==> src/rtl/irqStatusPkg.sv <==
package irqStatusPkg;

  // Clear strobes issued by the control section to the datapath.
  typedef struct packed {
    logic clrUart;  // clear UART sticky bits
    logic clrCtl;   // clear controller sticky bits
  } clrStrobe_t;

endpackage

==> src/rtl/irqStickyCell.sv <==
module irqStickyCell (
  input  logic clk,
  input  logic rstN,
  input  logic setP,
  input  logic clrP,
  output logic q
);

  // set has priority over clear so a coincident event is never lost
  always_ff @(posedge clk or negedge rstN) begin
    if (!rstN)      q <= 1'b0;
    else if (setP)  q <= 1'b1;
    else if (clrP)  q <= 1'b0;
  end

endmodule

==> src/rtl/irqClrCtrl.sv <==
module irqClrCtrl
  import irqStatusPkg::*;
(
  input  logic       rdLineStat,
  input  logic       rdCtlStat,
  output clrStrobe_t clr
);

  // The UART bits are visible in both words, so either read clears them.
  always_comb begin
    clr.clrUart = rdLineStat | rdCtlStat;
    clr.clrCtl  = rdCtlStat;
  end

endmodule

==> src/rtl/irqStatusPath.sv <==
module irqStatusPath
  import irqStatusPkg::*;
#(
  parameter int UEW = 4,
  parameter int CEW = 5
) (
  input  logic               clk,
  input  logic               rstN,
  input  logic [UEW-1:0]     uartEvt,
  input  logic [CEW-1:0]     ctlEvt,
  input  logic               txShiftEmpty,
  input  logic               txHoldEmpty,
  input  logic [UEW+1:0]     lineIntEn,
  input  logic [CEW-1:0]     ctlIntEn,
  input  logic               masterIntEn,
  input  clrStrobe_t         clr,
  output logic [UEW+1:0]     lineStat,
  output logic [UEW+2+CEW-1:0] ctlStat,
  output logic               irq
);

  localparam int LW = UEW + 2;
  localparam int CW = LW + CEW;

  logic [UEW-1:0] uartSticky;
  logic [CEW-1:0] ctlSticky;
  logic           linePend;
  logic           ctlPend;

  genvar gi;
  generate
    for (gi = 0; gi < UEW; gi++) begin : gUart
      irqStickyCell uCell (
        .clk  (clk),
        .rstN (rstN),
        .setP (uartEvt[gi]),
        .clrP (clr.clrUart),
        .q    (uartSticky[gi])
      );
    end
    for (gi = 0; gi < CEW; gi++) begin : gCtl
      irqStickyCell uCell (
        .clk  (clk),
        .rstN (rstN),
        .setP (ctlEvt[gi]),
        .clrP (clr.clrCtl),
        .q    (ctlSticky[gi])
      );
    end
  endgenerate

  // live transmitter levels sit above the sticky UART bits
  always_comb begin
    lineStat = {txHoldEmpty, txShiftEmpty, uartSticky};
    ctlStat  = {ctlSticky, lineStat};
  end

  always_comb begin
    linePend = |(lineStat & lineIntEn);
    ctlPend  = |(ctlStat[CW-1:LW] & ctlIntEn);
  end

  always_ff @(posedge clk or negedge rstN) begin
    if (!rstN) irq <= 1'b0;
    else       irq <= masterIntEn & (linePend | ctlPend);
  end

endmodule

==> src/rtl/irqStatusAgg.sv <==
module irqStatusAgg
  import irqStatusPkg::*;
#(
  parameter int UEW = 4,
  parameter int CEW = 5
) (
  input  logic                 clk,
  input  logic                 rstN,
  input  logic [UEW-1:0]       uartEvt,
  input  logic [CEW-1:0]       ctlEvt,
  input  logic                 txShiftEmpty,
  input  logic                 txHoldEmpty,
  input  logic [UEW+1:0]       lineIntEn,
  input  logic [CEW-1:0]       ctlIntEn,
  input  logic                 masterIntEn,
  input  logic                 rdLineStat,
  input  logic                 rdCtlStat,
  output logic [UEW+1:0]       lineStat,
  output logic [UEW+2+CEW-1:0] ctlStat,
  output logic                 irq
);

  clrStrobe_t clrS;

  irqClrCtrl uCtrl (
    .rdLineStat (rdLineStat),
    .rdCtlStat  (rdCtlStat),
    .clr        (clrS)
  );

  irqStatusPath #(.UEW(UEW), .CEW(CEW)) uPath (
    .clk          (clk),
    .rstN         (rstN),
    .uartEvt      (uartEvt),
    .ctlEvt       (ctlEvt),
    .txShiftEmpty (txShiftEmpty),
    .txHoldEmpty  (txHoldEmpty),
    .lineIntEn    (lineIntEn),
    .ctlIntEn     (ctlIntEn),
    .masterIntEn  (masterIntEn),
    .clr          (clrS),
    .lineStat     (lineStat),
    .ctlStat      (ctlStat),
    .irq          (irq)
  );

endmodule

==> config.mk <==
export PLATFORM = sky130hd
export DESIGN_NAME = irqStatusAgg
export DESIGN_NICKNAME = d
export VERILOG_FILES = /design/src/rtl/irqStatusPkg.sv /design/src/rtl/irqStickyCell.sv /design/src/rtl/irqClrCtrl.sv /design/src/rtl/irqStatusPath.sv /design/src/rtl/irqStatusAgg.sv
export SDC_FILE = /design/constraint.sdc
export NUM_CORES = 1
export LEC_CHECK = 0
export ABC_AREA = 1
export CORE_UTILIZATION = 33
export CTS_BUF_LIST = sky130_fd_sc_hd__clkbuf_8
export CTS_CLUSTER_SIZE = 40
export DETAILED_ROUTE_END_ITERATION = 10
export PLACE_DENSITY_LB_ADDON = 0.1
export SYNTH_ARGS = -nofsm -noshare
export SYNTH_HDL_FRONTEND = slang
export SYNTH_HIERARCHICAL = 1
export SYNTH_SLANG_ARGS = --single-unit
export TNS_END_PERCENT = 30
==> constraint.sdc <==
create_clock -name clk -period 1.1 [get_ports clk]
set_input_delay 0.11 -clock clk [delete_from_list [all_inputs] [get_ports clk]]
set_output_delay 0.11 -clock clk [all_outputs]
set_load 0.005 [all_outputs]
==> insert_results.sql, run 1 <==
INSERT INTO impl_metrics (metric_group, metric, value, unit) VALUES
('sta', 'worst_pin_slew', '0.442', 'ns'),
('sta', 'max_freq', '972', 'MHz'),
('critical_path', 'path_cells', 'buf_4 -> nand2_1 -> nand2_1 -> nor2_2 -> nand3_1 -> nand2_1 -> inv_1', ''),
('critical_path', 'worstPathMaxFanout', '4', ''),
('sta', 'final_hold_viol_count', '0', ''),
('status', 'status', 'finished clean', ''),
('clocking', 'tritoncts_clock_tree', 'yes', ''),
('floorplanning', 'initial_utilization', '0.360', ''),
('global_routing', 'wire_length_of_the_first_global_routing_pass', '2.02', 'mm'),
('sta', 'finalSetupViolations', '0', ''),
('layout', 'combined_area_of_the_multi_input_logic_cells', '156', 'um^2'),
('global_routing', 'number_of_global_route_vias_before_repair', '548', ''),
('critical_path', 'reg2reg_depth', '7', ''),
('floorplanning', 'die_width', '43.0', 'um'),
('critical_path', 'timing_worst_setup_path_type', 'flop to flop', ''),
('yosys', 'postSynthCellCount', '81', ''),
('layout', 'drive_above_1_share', '0.0656', ''),
('clocking', 'cts.path.max_buffers', '2', ''),
('critical_path', 'crit_path_end_kind', 'flop', ''),
('routing', 'via_count_normalized_by_instance_count', '4.11', ''),
('layout', 'final-seq-area', '250', 'um^2'),
('critical_path', 'worst-r2r-setup-slack', '0.07', 'ns'),
('routing', 'dr_total_vias', '567', ''),
('power_and_ir_drop', 'power_per_cell_area', '1090', 'nW/um^2'),
('sta', 'grt_setup_unrepaired', 'no', ''),
('sta', 'slew_headroom', '0.704', ''),
('yosys', 'ys_seq_elements', '10', ''),
('floorplanning', 'placementRows', '14', ''),
('routing', 'drt_iter0_drc', '8', ''),
('clocking', 'clk_transition_reported_paths', '0.05', 'ns'),
('sta', 'final.hold.worst_slack', '0.192', 'ns'),
('power_and_ir_drop', 'vdd.ir_drop.worst', '0.000606', 'V'),
('critical_path', 'cpMostUsedCell', 'sky130_fd_sc_hd__nand2_1', ''),
('clocking', 'cts_hold_buffers', '0', ''),
('layout', 'most-common-layout-cells', 'sky130_fd_sc_hd__nand2_1, sky130_fd_sc_hd__clkdlybuf4s50_1, sky130_fd_sc_hd__inv_1', ''),
('layout', 'fill_cells', '156', ''),
('routing', 'routed_length_per_placed_instance', '8.84', 'um'),
('global_routing', 'largest_net_degree_at_the_start_of_global_routing', '11', ''),
('clocking', 'sink_count', '10', ''),
('yosys', 'postSynthNetCount', '108', ''),
('routing', 'post_drt_antenna_nets', '0', ''),
('yosys', 'area_of_the_mapped_netlist', '554', 'um^2'),
('clocking', 'clock-root-buffer', 'sky130_fd_sc_hd__clkbuf_8', ''),
('sta', 'final-max-slew-violation-count', '0', ''),
('clocking', 'cts-htree-levels', '1', ''),
('global_routing', 'total_gr_overflow', '0', ''),
('routing', 'drc', '0', ''),
('routing', 'tritonroute_pass_1_iters', '5', ''),
('critical_path', 'worst_path_largest_cell_delay', '0.39', 'ns'),
('clocking', 'clkLatencyLatePin', '0.23', 'ns'),
('global_routing', 'globalRouteTotalUtil', '0.145', ''),
('placement', 'port_buffers', '44', ''),
('global_routing', 'antenna_found_initial', '0', ''),
('layout', 'syn_to_final_growth', '79.9', '%'),
('clocking', 'cts_inserted_buffers', '3', ''),
('yosys', 'syn_area_per_cell', '6.84', 'um^2'),
('critical_path', 'crit_path_top_delay_cell', 'sky130_fd_sc_hd__dfrtp_1', ''),
('floorplanning', 'core_area', '1540', 'um^2'),
('layout', 'finish.net_count', '150', ''),
('placement', 'detailedPlace.worstSlack', '-0.137', 'ns'),
('yosys', 'synth_sequential_area_ratio', '0.451', ''),
('layout', 'final_antenna_diode_count', '0', ''),
('sta', 'share_of_the_cycle_needed_by_the_critical_path_after_routing', '0.935', ''),
('power_and_ir_drop', 'static-leakage-power', '0.000574', 'uW'),
('critical_path', 'critical_path_arrival', '1.15', 'ns'),
('floorplanning', 'design.die.area', '1850', 'um^2'),
('yosys', 'yosysUniqueCellTypes', '7', ''),
('yosys', 'synth-warning-count', '6', ''),
('critical_path', 'reg2reg_to', 'uPath/irq', ''),
('placement', 'hpwl', '1.02', 'mm'),
('worst_hold_path', 'hold_class', 'input port to async pin', '');
layout make-up:
class | instances | share of cell area
multi-input combinational | 40 | 0.157
clock buffer | 4 | 0.0552
tap | 16 | 0.0201
inverter | 22 | 0.0828
sequential | 10 | 0.251
timing repair buffer | 46 | 0.434
synthesized netlist by cell type:
library cell,number,share of area
sky130_fd_sc_hd__buf_4,9,0.12
sky130_fd_sc_hd__dfrtp_1,10,0.45
sky130_fd_sc_hd__inv_1,22,0.15
sky130_fd_sc_hd__nand2_1,36,0.24
sky130_fd_sc_hd__nand3_1,1,0.0090
sky130_fd_sc_hd__nor2_1,2,0.014
sky130_fd_sc_hd__nor2_2,1,0.011
state kept, by name, summed over array words and instances (netlist names):
| signal | count |
|---|---|
| uPath/gUart.uCell/q | 4 |
| uPath/gCtl.uCell/q | 5 |
| uPath/irq | 1 |
worst max-delay path by stage:
stage                 endpoint                    from  slack [ns]
floorplan            uPath/irq  uPath/gUart[1].uCell/q        0.25
global placement    ctlStat[4]            txShiftEmpty       -0.11
detailed placement  ctlStat[4]            txShiftEmpty       -0.14
CTS                  uPath/irq  uPath/gUart[1].uCell/q        0.06
global route         uPath/irq  uPath/gUart[1].uCell/q       0.002
finish               uPath/irq  uPath/gUart[1].uCell/q        0.07
cell families (layout without fill, tap and decap cells):
kind of cell / count (synthesis) / in the layout / share of synthesized area
flops: 10 / 10 / 0.451
simple gates: 40 / 40 / 0.278
buf+inv: 31 / 72 / 0.271
stage by stage:
| step | setup TNS, ns | instance area [um^2] | cells | total power, uW |
|---|---|---|---|---|
| finish | 0 | 997 | 138 | 1090 |
| detailed placement | -0.527 | 955 | 133 | 676 |
| global route | 0 | 997 | 138 | 1150 |
| global placement | -0.448 | 955 | 133 | 671 |
| floorplan | 0 | 554 | 81 | 505 |
| CTS | 0 | 1010 | 140 | 1110 |
power breakdown:
| part | total, uW | switching [uW] | internal, uW |
|---|---|---|---|
| clock | 451 | 137 | 314 |
| combinational | 228 | 79.0 | 149 |
| sequential | 412 | 18.8 | 393 |
| total | 1090 | 235 | 857 |
routing by layer:
metal	part of all wire	global-route usage	wire length (um)	vias to the layer above
met2	0.52	0.267	636	30
met5	0	0	0	-
li1	-	-	-	294
met3	0.10	0.0468	123	0
met4	0	0.0364	0	0
met1	0.38	0.159	460	243
worst max-delay path, delay by kind of cell, from the launching register on:
family | cells | cell delay [ns]
AND/OR/NAND/NOR | 5 | 0.36
buffers and inverters | 2 | 0.17
flip-flops | 1 | 0.39
repair_timing:
item,4_1_cts,5_1_grt
buffers inserted,3,0
pin swaps,0,4
setup endpoints to repair,18,1
resized for setup,18,1
(Power assumes the default switching activity.)
==> run 2, diff against run 1 <==
CTS_BUF_LIST = sky130_fd_sc_hd__clkbuf_8 sky130_fd_sc_hd__clkbuf_16   (was sky130_fd_sc_hd__clkbuf_8)
clock period = 1.2 ns   (was 1.1 ns; I/O delays follow)
==> run 2 against run 1 <==
Compared with the run above:
- global-route usage rose by 1.6 points
- die area is the same
- final cell count rose by 2.2%
- cell area up 2.4%
- critical endpoint is now ctlStat[9]
- largest cell class unchanged
==> insert_results.sql, run 2 (synthesized netlist as in run 1, its figures left out) <==
INSERT INTO impl_metrics (metric_group, metric, value, unit) VALUES
('critical_path', 'crit_path_start_kind', 'flop', ''),
('routing', 'dr_total_vias', '573', ''),
('global_routing', 'wire_length_of_the_first_global_routing_pass', '2.16', 'mm'),
('critical_path', 'critical-path-top-delay-family', 'flip-flops', ''),
('placement', 'hpwl', '998', 'um'),
('global_routing', 'number_of_global_route_vias_before_repair', '559', ''),
('floorplanning', 'initial_utilization', '0.360', ''),
('clocking', 'tritoncts_clock_tree', 'yes', ''),
('critical_path', 'path_cells', 'dlygate4sd2_1', ''),
('layout', 'drive_above_1_share', '0.0800', ''),
('global_routing', 'total_gr_overflow', '0', ''),
('floorplanning', 'placementRows', '14', ''),
('routing', 'finalWirelength', '1.31', 'mm'),
('floorplanning', 'boundaryPins', '45', ''),
('layout', 'biggestRegsByFlops', 'uPath/gCtl.uCell/q: 5 flops, uPath/gUart.uCell/q: 4 flops, uPath/irq: 1 flops', ''),
('global_routing', 'globalRouteTotalUtil', '0.161', ''),
('sta', 'slew_headroom', '0.703', ''),
('critical_path', 'crit_path_top_delay_cell', 'sky130_fd_sc_hd__dfrtp_1', ''),
('floorplanning', 'core_area', '1540', 'um^2'),
('routing', 'drt_iter0_drc', '8', ''),
('critical_path', 'crit_path_end_kind', 'output pin', ''),
('sta', 'finalSetupViolations', '0', ''),
('power_and_ir_drop', 'static-leakage-power', '0.000596', 'uW'),
('floorplanning', 'die_height', '43.0', 'um'),
('sta', 'final_hold_viol_count', '0', ''),
('sta', 'total_negative_slack', '0', 'ns'),
('floorplanning', 'die_width', '43.0', 'um'),
('job', 'drv.max_cap_violation_count', '0', ''),
('global_routing', 'largest_net_degree_at_the_start_of_global_routing', '11', ''),
('power_and_ir_drop', 'power_per_cell_area', '1000', 'nW/um^2'),
('clocking', 'sink_count', '10', ''),
('critical_path', 'crit_buf_inv', '1', ''),
('clocking', 'clk_transition_reported_paths', '0.05', 'ns'),
('layout', 'most-common-layout-cells', 'sky130_fd_sc_hd__nand2_1, sky130_fd_sc_hd__clkdlybuf4s50_1, sky130_fd_sc_hd__inv_1', ''),
('power_and_ir_drop', 'vdd.ir_drop.worst', '0.00124', 'V'),
('sta', 'grt_setup_unrepaired', 'no', ''),
('placement', 'globalplace.congestion', '0.640', ''),
('routing', 'via_count_normalized_by_instance_count', '4.06', ''),
('routing', 'tritonroute_pass_1_iters', '5', ''),
('sta', 'final-max-slew-violation-count', '0', ''),
('clocking', 'cts_hold_buffers', '0', ''),
('critical_path', 'worst_ep_required_time', '1.08', 'ns'),
('clocking', 'clkLatencyLatePin', '0.24', 'ns'),
('sta', 'worst_pin_slew', '0.445', 'ns'),
('sta', 'share_of_the_cycle_needed_by_the_critical_path_after_routing', '0.854', ''),
('placement', 'port_buffers', '44', ''),
('layout', 'largest_register_ffs', '5', ''),
('sta', 'fin_worst_skew', '0.00452', 'ns'),
('critical_path', 'timing_worst_setup_path_type', 'flop to output pin', ''),
('clocking', 'clock-root-buffer', 'sky130_fd_sc_hd__clkbuf_8', ''),
('layout', 'finish.net_count', '153', ''),
('clocking', 'cts.path.max_buffers', '2', ''),
('routing', 'post_drt_antenna_nets', '0', ''),
('sta', 'final_period_minus_worst_setup_slack', '1.02', 'ns'),
('critical_path', 'worst_path_largest_cell_delay', '0.40', 'ns'),
('layout', 'final_antenna_diode_count', '0', ''),
('sta', 'max_freq', '976', 'MHz'),
('clocking', 'cts-htree-levels', '1', ''),
('clocking', 'cts_inserted_buffers', '3', ''),
('critical_path', 'critical_path_arrival', '0.90', 'ns'),
('status', 'status', 'finished clean', ''),
('layout', 'commonest_non_fill_non_tap_cell_in_the_layout', 'sky130_fd_sc_hd__nand2_1', ''),
('routing', 'drc', '0', ''),
('worst_hold_path', 'hold_class', 'input port to async pin', ''),
('global_routing', 'antenna_found_initial', '0', ''),
('layout', 'syn_to_final_growth', '84.2', '%'),
('critical_path', 'worst-r2r-setup-slack', '0.19', 'ns'),
('routing', 'routed_length_per_placed_instance', '9.31', 'um'),
('floorplanning', 'design.die.area', '1850', 'um^2'),
('layout', 'finish.utilization', '0.662', ''),
('critical_path', 'worstPathMaxFanout', '3', ''),
('layout', 'registers.top_by_ff_count', 'uPath/gCtl.uCell/q', '');
run 2: final cells by class:
class	count	area (um^2)
sequential	10	250
inverter	22	82.6
clock buffer	4	55.1
multi-input combinational	40	154
timing repair buffer	49	459
tap	16	20.0
fill	136	520
run 2: final timing paths:
path / startpoint / endpoint / cells past startpoint
setup / recovery: uPath/gCtl[3].uCell/q / ctlStat[9] / 1
hold / removal: rstN / uPath/gCtl[4].uCell/q / 1
setup reg to reg: uPath/gCtl[4].uCell/q / uPath/irq / 7
hold reg to reg: uPath/gCtl[0].uCell/q / uPath/gCtl[0].uCell/q / 2
max in group asynchronous: rstN / uPath/gUart[3].uCell/q / 1
min in group clk: masterIntEn / uPath/irq / 3
run 2: routing by layer:
metal	up-vias	wire length [um]	GRT usage
li1	301	-	-
met1	240	517	0.159
met2	30	657	0.294
met3	2	124	0.0723
met4	0	13	0.0545
met5	-	0	0
run 2: power breakdown:
group | switching [uW] | total, uW | internal [uW]
Sequential | 15.7 | 376 | 360
Clock | 138 | 427 | 289
Combinational | 76.0 | 221 | 145
run 2: per-stage QoR:
| step | setup WS [ns] | power (uW) | cells | hold WS, ns | instance area (um^2) |
|---|---|---|---|---|---|
| after floorplan | 0.353 | 463 | 81 | -0.176 | 554 |
| after global placement | -0.0331 | 615 | 133 | 0.469 | 955 |
| after detailed placement | -0.0556 | 619 | 133 | 0.466 | 955 |
| after CTS | 0.0262 | 1040 | 141 | 0.206 | 1020 |
| after global routing | 0.0773 | 1090 | 141 | 0.235 | 1020 |
| final | 0.175 | 1020 | 141 | 0.193 | 1020 |
run 2: timing repair:
item	4_1_cts	5_1_grt
resized for setup	17	1
setup endpoints to repair	17	1
hold endpoints to repair	0	0
setup buffers	4	0
